**src/rtl/awd_pkg.sv**
```systemverilog
package awd_pkg;
    localparam int PA_W   = 36;
    localparam int PAGE_W = 20;
    localparam int SZ_W   = 16;

    typedef struct packed {
        logic              en;
        logic              sync;
        logic [3:0]        tgt;
        logic [7:0]        attr;
        logic [SZ_W-1:0]   szm;
        logic [PAGE_W-1:0] base;
        logic [PAGE_W-1:0] remap;
    } win_cfg_t;
endpackage

```
**src/rtl/awd_win_slot.sv**
```systemverilog
module awd_win_slot #(
    parameter bit HAS_REMAP = 1'b1
) (
    input  logic             clk,
    input  logic             rst_n,
    input  logic             we,
    input  logic [1:0]       sel,
    input  logic [31:0]      wdata,
    output awd_pkg::win_cfg_t cfg
);
    awd_pkg::win_cfg_t cfg_d, cfg_q;

    always_comb begin
        cfg_d = cfg_q;
        if (we) begin
            case (sel)
                2'd0: begin
                    cfg_d.en   = wdata[0];
                    cfg_d.sync = wdata[1];
                    cfg_d.tgt  = wdata[7:4];
                    cfg_d.attr = wdata[15:8];
                    cfg_d.szm  = wdata[31:16];
                end
                2'd1: cfg_d.base = {wdata[3:0], wdata[31:16]};
                2'd2: if (HAS_REMAP) cfg_d.remap[15:0] = wdata[31:16];
                default: if (HAS_REMAP) cfg_d.remap[19:16] = wdata[3:0];
            endcase
        end
        if (!HAS_REMAP) cfg_d.remap = '0;
    end

    always_ff @(posedge clk or negedge rst_n) begin
        if (!rst_n) cfg_q <= '0;
        else        cfg_q <= cfg_d;
    end

    assign cfg = cfg_q;
endmodule

```
**src/rtl/awd_win_match.sv**
```systemverilog
module awd_win_match #(
    parameter bit HAS_REMAP = 1'b1
) (
    input  awd_pkg::win_cfg_t          cfg,
    input  logic [awd_pkg::PAGE_W-1:0] page,
    output logic                       hit,
    output logic [awd_pkg::PAGE_W-1:0] xpage
);
    localparam int PW = awd_pkg::PAGE_W;
    logic [PW-1:0] mask;

    assign mask = PW'(cfg.szm);
    assign hit  = cfg.en && ((page & ~mask) == cfg.base);

    generate
        if (HAS_REMAP) begin : g_rmp
            assign xpage = cfg.remap | (page & mask);
        end else begin : g_thru
            assign xpage = page;
        end
    endgenerate
endmodule

```
**src/rtl/awd_win_pick.sv**
```systemverilog
module awd_win_pick #(
    parameter int NUM_WIN = 8,
    localparam int WI_W = (NUM_WIN > 1) ? $clog2(NUM_WIN) : 1
) (
    input  logic [NUM_WIN-1:0]         hits,
    input  awd_pkg::win_cfg_t          cfg   [NUM_WIN],
    input  logic [awd_pkg::PAGE_W-1:0] xpage [NUM_WIN],
    output logic                       any,
    output logic                       multi,
    output logic [WI_W-1:0]            idx,
    output logic [3:0]                 tgt,
    output logic [7:0]                 attr,
    output logic [awd_pkg::PAGE_W-1:0] xp
);
    always_comb begin
        idx  = '0;
        tgt  = '0;
        attr = '0;
        xp   = '0;
        // descending scan: the last assignment is the lowest index
        for (int i = NUM_WIN - 1; i >= 0; i--) begin
            if (hits[i]) begin
                idx  = WI_W'(i);
                tgt  = cfg[i].tgt;
                attr = cfg[i].attr;
                xp   = xpage[i];
            end
        end
    end

    assign any   = |hits;
    assign multi = ($countones(hits) > 1);
endmodule

```
**src/rtl/addr_win_decoder.sv**
```systemverilog
module addr_win_decoder #(
    parameter int NUM_WIN   = 8,
    parameter int NUM_REMAP = 4,
    localparam int RA_W = $clog2(NUM_WIN * 4 + 1),
    localparam int WI_W = (NUM_WIN > 1) ? $clog2(NUM_WIN) : 1
) (
    input  logic            clk,
    input  logic            rst_n,
    input  logic            reg_wr_en,
    input  logic [RA_W-1:0] reg_wr_addr,
    input  logic [31:0]     reg_wr_data,
    input  logic [RA_W-1:0] reg_rd_addr,
    output logic [31:0]     reg_rd_data,
    input  logic            lk_valid,
    input  logic [35:0]     lk_addr,
    output logic            rs_valid,
    output logic            rs_hit,
    output logic [WI_W-1:0] rs_win,
    output logic [3:0]      rs_target,
    output logic [7:0]      rs_attr,
    output logic [35:0]     rs_addr,
    output logic            ovl_err
);
    localparam int PW       = awd_pkg::PAGE_W;
    localparam int STAT_IDX = NUM_WIN * 4;

    typedef struct packed {
        logic            valid;
        logic            hit;
        logic [WI_W-1:0] win;
        logic [3:0]      tgt;
        logic [7:0]      attr;
        logic [35:0]     addr;
        logic            ovl;
    } res_t;

    awd_pkg::win_cfg_t cfg   [NUM_WIN];
    logic [PW-1:0]     xpage [NUM_WIN];
    logic [NUM_WIN-1:0] hits;
    logic              any, multi;
    logic [WI_W-1:0]   pidx;
    logic [3:0]        ptgt;
    logic [7:0]        pattr;
    logic [PW-1:0]     pxp;
    logic              st_clr;
    res_t              res_d, res_q;

    generate
        for (genvar w = 0; w < NUM_WIN; w++) begin : g_win
            localparam bit RMP = (w < NUM_REMAP);
            logic slot_we;
            assign slot_we = reg_wr_en && (reg_wr_addr[RA_W-1:2] == (RA_W-2)'(w));

            awd_win_slot #(.HAS_REMAP(RMP)) u_slot (
                .clk   (clk),
                .rst_n (rst_n),
                .we    (slot_we),
                .sel   (reg_wr_addr[1:0]),
                .wdata (reg_wr_data),
                .cfg   (cfg[w])
            );

            awd_win_match #(.HAS_REMAP(RMP)) u_match (
                .cfg   (cfg[w]),
                .page  (lk_addr[35:16]),
                .hit   (hits[w]),
                .xpage (xpage[w])
            );
        end
    endgenerate

    awd_win_pick #(.NUM_WIN(NUM_WIN)) u_pick (
        .hits  (hits),
        .cfg   (cfg),
        .xpage (xpage),
        .any   (any),
        .multi (multi),
        .idx   (pidx),
        .tgt   (ptgt),
        .attr  (pattr),
        .xp    (pxp)
    );

    assign st_clr = reg_wr_en && (reg_wr_addr == RA_W'(STAT_IDX)) && reg_wr_data[0];

    always_comb begin
        res_d       = '0;
        res_d.valid = lk_valid;
        if (lk_valid) begin
            res_d.addr = lk_addr;
            if (any) begin
                res_d.hit  = 1'b1;
                res_d.win  = pidx;
                res_d.tgt  = ptgt;
                res_d.attr = pattr;
                res_d.addr = {pxp, lk_addr[15:0]};
            end
        end
        res_d.ovl = (st_clr ? 1'b0 : res_q.ovl) | (lk_valid & multi);
    end

    always_ff @(posedge clk or negedge rst_n) begin
        if (!rst_n) res_q <= '0;
        else        res_q <= res_d;
    end

    always_comb begin
        reg_rd_data = '0;
        if (reg_rd_addr == RA_W'(STAT_IDX)) begin
            reg_rd_data = {31'b0, res_q.ovl};
        end else begin
            for (int i = 0; i < NUM_WIN; i++) begin
                if (reg_rd_addr[RA_W-1:2] == (RA_W-2)'(i)) begin
                    case (reg_rd_addr[1:0])
                        2'd0: reg_rd_data = {cfg[i].szm, cfg[i].attr, cfg[i].tgt,
                                             2'b00, cfg[i].sync, cfg[i].en};
                        2'd1: reg_rd_data = {cfg[i].base[15:0], 12'b0, cfg[i].base[19:16]};
                        2'd2: reg_rd_data = {cfg[i].remap[15:0], 16'b0};
                        default: reg_rd_data = {28'b0, cfg[i].remap[19:16]};
                    endcase
                end
            end
        end
    end

    assign rs_valid  = res_q.valid;
    assign rs_hit    = res_q.hit;
    assign rs_win    = res_q.win;
    assign rs_target = res_q.tgt;
    assign rs_attr   = res_q.attr;
    assign rs_addr   = res_q.addr;
    assign ovl_err   = res_q.ovl;
endmodule

```
**config.mk**
```make
export PLATFORM = sky130hd
export DESIGN_NAME = addr_win_decoder
export DESIGN_NICKNAME = d
export VERILOG_FILES = /design/src/rtl/awd_pkg.sv /design/src/rtl/awd_win_slot.sv /design/src/rtl/awd_win_match.sv /design/src/rtl/awd_win_pick.sv /design/src/rtl/addr_win_decoder.sv
export SDC_FILE = /design/constraint.sdc
export NUM_CORES = 1
export LEC_CHECK = 0
export ABC_CLOCK_PERIOD_IN_PS = 4500
export BUFFER_PORTS_ARGS = -buffer_cell sky130_fd_sc_hd__buf_2
export CORE_ASPECT_RATIO = 1.4
export CORE_UTILIZATION = 45
export CTS_CLUSTER_DIAMETER = 50
export CTS_CLUSTER_SIZE = 30
export DETAILED_ROUTE_END_ITERATION = 8
export GPL_TIMING_DRIVEN = 0
export PLACE_DENSITY_LB_ADDON = 0.3
export SYNTH_ARGS = -nofsm -noshare
export SYNTH_HDL_FRONTEND = slang
export SYNTH_HIERARCHICAL = 1
export SYNTH_SLANG_ARGS = --single-unit
```
**constraint.sdc**
```tcl
create_clock -name clk -period 4.5 [get_ports clk]
set_clock_uncertainty 0.05 [all_clocks]
set_input_delay 0.45 -clock clk [delete_from_list [all_inputs] [get_ports clk]]
set_output_delay 0.45 -clock clk [all_outputs]
set_load 0.01 [all_outputs]
```
==> metrics.md <==
| Metric | Value |
|---|---|
| Result of the run | `complete, but fails checks` |
| Violated checks | `max-capacitance violations, max-slew violations, negative setup slack` |
| DRT Wirelength | `127.7 mm` |
| Hpwl dp | `93.13 mm` |
| Highest fanout seen on the critical path | `10` |
| Worst Path Class, Setup | `primary input to output pin` |
| Kind of end point of the critical path | `output pin` |
| Arithmetic-cell share of the synthesized area counting full adders, half adders and majority gates | `0.5280%` |
| Cell seen most often among critical-path stages | `sky130_fd_sc_hd__buf_2` |
| Total chip power | `12.97 mW` |
| Routability congestion estimate | `1.016` |
| Total number of placement rows | `114` |
| Core ar. | `69460 um^2` |
| Buffer cell driving the clock tree root | `sky130_fd_sc_hd__clkbuf_16` |
| Number of antenna violations at the first check in global routing | `12` |
| Delay of the slowest cell on the worst path | `1.12 ns` |
| Finished Layout Cells | `4069` |
| Worst EP arrival | `4.18 ns` |
| Starting Density | `45.72%` |
| Most used flip-flop cell after synthesis | `sky130_fd_sc_hd__dfrtp_1` |
| TritonCTS clock tree | `yes` |
| Mapped Area | `31760 um^2` |
| Iteration-0 DRC Markers | `2644` |
| Share of layout cells above drive strength 1 | `36.95%` |
| Post-synthesis compound-gate area fraction | `12.98%` |
| Syn avg cell area | `11.44 um^2` |
| Post-route fraction of the period consumed by the critical path | `103.9%` |
| Share of synthesized area spent on multiplexers | `22.98%` |
| Top library cells by usage in the layout, fill and taps aside | `sky130_fd_sc_hd__dfrtp_1 (534), sky130_fd_sc_hd__mux2_2 (527), sky130_fd_sc_hd__buf_2 (227), sky130_fd_sc_hd__buf_4 (209), sky130_fd_sc_hd__xnor2_1 (136)` |
| Routed len/inst | `31.39 um` |
| XOR/XNOR share of the synthesized area | `4.413%` |
| Nets | `3193` |
| CTS max path bufs | `3` |
| Critical-path cell with the highest stage delay | `sky130_fd_sc_hd__a21oi_1` |
| Start of the worst register-to-register path | `g_win[1].u_slot/cfg[55]$_DFFE_PN0P_` |
| Yosys cell types | `77` |
| Max Cap Violations | `2` |
| Overall die height | `316.3 um` |
| CTS buffer count | `47` |
| Total leakage power | `17.13 nW` |
| FMAX | `213.8 MHz` |
| Via count of the first global-routing pass | `25330` |
| Maximum vdd ir drop | `0.0002736 V` |
| Largest family of logic cells by synthesized area | `multiplexers` |
| Length of the first detailed-routing pass in iterations | `8` |
| Cells taking the most area after synthesis | `sky130_fd_sc_hd__dfrtp_1 (42%), sky130_fd_sc_hd__mux2_2 (19%), sky130_fd_sc_hd__buf_4 (4.8%), sky130_fd_sc_hd__xnor2_1 (3.8%), sky130_fd_sc_hd__mux2i_1 (3.5%)` |
| Post-DRT Antenna Nets | `0` |
| Area share of and/or/nand/nor cells after synthesis | `9.409%` |
| Share of synthesized flip-flops with an asynchronous set or reset | `100.0%` |
| Worst hold-check path type | `primary input to flop` |
| Clock slew at reported path FFs | `0.07 ns` |
| Wire length of the first global-routing pass | `179.6 mm` |
| Setup violators final | `4` |
| Synth Register Bits | `534` |
| Gate Count Post-Synth | `2777` |
| Cell type with the highest aggregate area in the netlist | `sky130_fd_sc_hd__dfrtp_1` |
| Nature of the critical path startpoint | `primary input` |
| Required @ worst endpoint | `4.00 ns` |
| Overall via count from detail_route | `25320` |
| H-tree levels | `2` |
| CTS Sinks | `534` |
| Detailed-route vias per instance | `6.222` |
| Final routed DRC violation total | `0` |
| Setup slack of the critical path after layout | `-0.1766 ns` |
| Total of buffers placed on input and output ports | `169` |
| Clock period minus final worst setup slack | `4.677 ns` |
| Max-slew violation count | `16` |
| Die footprint | `71650 um^2` |
| Most frequent standard cell in the layout excluding fill and tap cells | `sky130_fd_sc_hd__dfrtp_1` |
| Post-synthesis to final-layout area growth | `13.96%` |
| Slew at the pin with the worst max-slew slack | `1.615 ns` |
| Critical path, cell by cell | `buf_2 -> buf_2 -> buf_2 -> buf_2 -> nand3b_1 -> a21oi_1 -> o22ai_1 -> a21oi_1 -> buf_2` |
| Skew-Pair Late Insertion Delay | `0.65 ns` |
| Count of flip-flops with a built-in enable after synthesis | `0` |
| Register area share after synthesis | `42.08%` |
| Number of placed instances, taps included | `3954` |
| Unrepaired setup endpoints after global routing | `false` |
| Pre-CTS setup slack | `-1.435 ns` |
| Pwr/cell area | `358.5 nW/um^2` |
| Number of hold-slack violations in the final timing report | `0` |
| Yosys warnings | `6` |
| Fraction of post-synthesis cell area in the top cell type by area | `42.08%` |
| Relative slew slack | `-8.075%` |
| Die outline width | `226.5 um` |
| Maximum number of pins on one net before global-route repair | `122` |
| Hold Startpoint | `reg_wr_data[6]` |
| Setup TNS | `-0.3523 ns` |
| GRT overflow | `0` |
| I/O pin count | `170` |
| CP startpoint | `reg_rd_addr[2]` |
| Total GRT Usage | `35.53%` |
## synthesized netlist by cell type, types with 10 or more instances
library cell                instances
sky130_fd_sc_hd__mux2_2           527
sky130_fd_sc_hd__xor2_1            24
sky130_fd_sc_hd__a31oi_1           10
sky130_fd_sc_hd__nand2b_1          99
sky130_fd_sc_hd__nand3_1           17
sky130_fd_sc_hd__mux2i_1          110
sky130_fd_sc_hd__o2bb2ai_1         28
sky130_fd_sc_hd__xnor2_1          136
sky130_fd_sc_hd__o2111ai_1         22
sky130_fd_sc_hd__o221ai_1          13
sky130_fd_sc_hd__and2_1            31
sky130_fd_sc_hd__a22oi_1           80
sky130_fd_sc_hd__a221oi_1          49
sky130_fd_sc_hd__nor3_1            21
sky130_fd_sc_hd__buf_2             60
sky130_fd_sc_hd__nand2_1           72
sky130_fd_sc_hd__and3_1            17
sky130_fd_sc_hd__nand3b_1          11
sky130_fd_sc_hd__a221o_1           38
sky130_fd_sc_hd__nor2_1            66
sky130_fd_sc_hd__nand4_1           18
sky130_fd_sc_hd__a211oi_1          18
sky130_fd_sc_hd__inv_1             14
sky130_fd_sc_hd__a22o_1            13
sky130_fd_sc_hd__nor4_2            16
sky130_fd_sc_hd__dfrtp_1          534
sky130_fd_sc_hd__o31ai_1           10
sky130_fd_sc_hd__o21ai_0           64
sky130_fd_sc_hd__buf_4            203
sky130_fd_sc_hd__nor2b_1           63
sky130_fd_sc_hd__o22ai_1           48
sky130_fd_sc_hd__clkbuf_1          54
sky130_fd_sc_hd__a21o_1            62
sky130_fd_sc_hd__buf_6             21
sky130_fd_sc_hd__mux2_1            18
sky130_fd_sc_hd__a21oi_1           64
sky130_fd_sc_hd__nand2b_2          16
## worst paths after layout
path | endpoint | slack (ns) | depth (start not counted)
worst max-delay path | reg_rd_data[27] | -0.18 | 9
worst min-delay path | g_win[7].u_slot/cfg[66]$_DFFE_PN0P_ | 0.12 | 2
worst min register to register | g_win[7].u_slot/cfg[68]$_DFFE_PN0P_ | 0.46 | 1
worst max register to register | ovl_err$_DFF_PN0_ | 0.10 | 13
max in group asynchronous | g_win[0].u_slot/cfg[58]$_DFFE_PN0P_ | 2.30 | 4
min in group asynchronous | g_win[1].u_slot/cfg[51]$_DFFE_PN0P_ | 0.41 | 2
## stage by stage
stage | util [%] | hold WS (ns) | area [um^2]
floorplan | - | 0.1044 | 32040
global placement | 49.02 | 0.4308 | 34050
detailed placement | 49.19 | 0.4462 | 34170
CTS | 52.04 | 0.06740 | 36150
global route | 52.08 | 0.09963 | 36180
finish | 52.10 | 0.1169 | 36190
## area by class of cell
cell class	count	area, um^2
timing repair buffer	198	1221
antenna	4	10.01
multi-input combinational	1955	16320
tap	928	1161
clock inverter	35	452.9
sequential	534	13360
inverter	16	65.06
buffer	346	2332
clock buffer	53	1260
fill	6174	33280
## critical path: cells and delay by family
family | cells | cell delay, ns
AO/OA/AOI/OAI | 3 | 2.28
buffers and inverters | 5 | 1.30
AND/OR/NAND/NOR | 1 | 0.12
## per-layer routing
metal	vias up	track usage (%)	routed length (um)
met5	-	0	46
met4	8	29.45	12010
met3	491	7.515	10580
met1	12820	39.47	44430
met2	1405	58.46	60640
li1	10600	-	-
## registers in the layout, summed over array words and instances (netlist names)
name / cells
rs_target: 4
rs_hit: 1
rs_addr: 36
ovl_err: 1
rs_valid: 1
rs_win: 3
rs_attr: 8
g_win.u_slot/cfg: 480
## logic make-up after synthesis
kind of cell,after synthesis
AOI/OAI and AO/OA,562
xor gates and xnor gates,160
adders and majority gates,11
buffers and inverters,364
DFF,534
muxes,658
other,4
and+or+nand+nor,484
## power by group
| part | switching (mW) | leakage (nW) | internal [mW] |
|---|---|---|---|
| clock | 2.18 | 0.834 | 2.37 |
| combinational | 1.30 | 9.20 | 1.23 |
| sequential | 0.509 | 7.09 | 5.39 |
## repair_timing
item / 4_1_cts / 5_1_grt
hold buffers: 17 / 0
endpoints found under the setup margin: 24 / 1
endpoints found under the hold margin: 124 / 0
gates resized for setup: 7 / 5
pin swaps: 6 / 5
buffers inserted: 6 / 2
(Power assumes the default switching activity.)
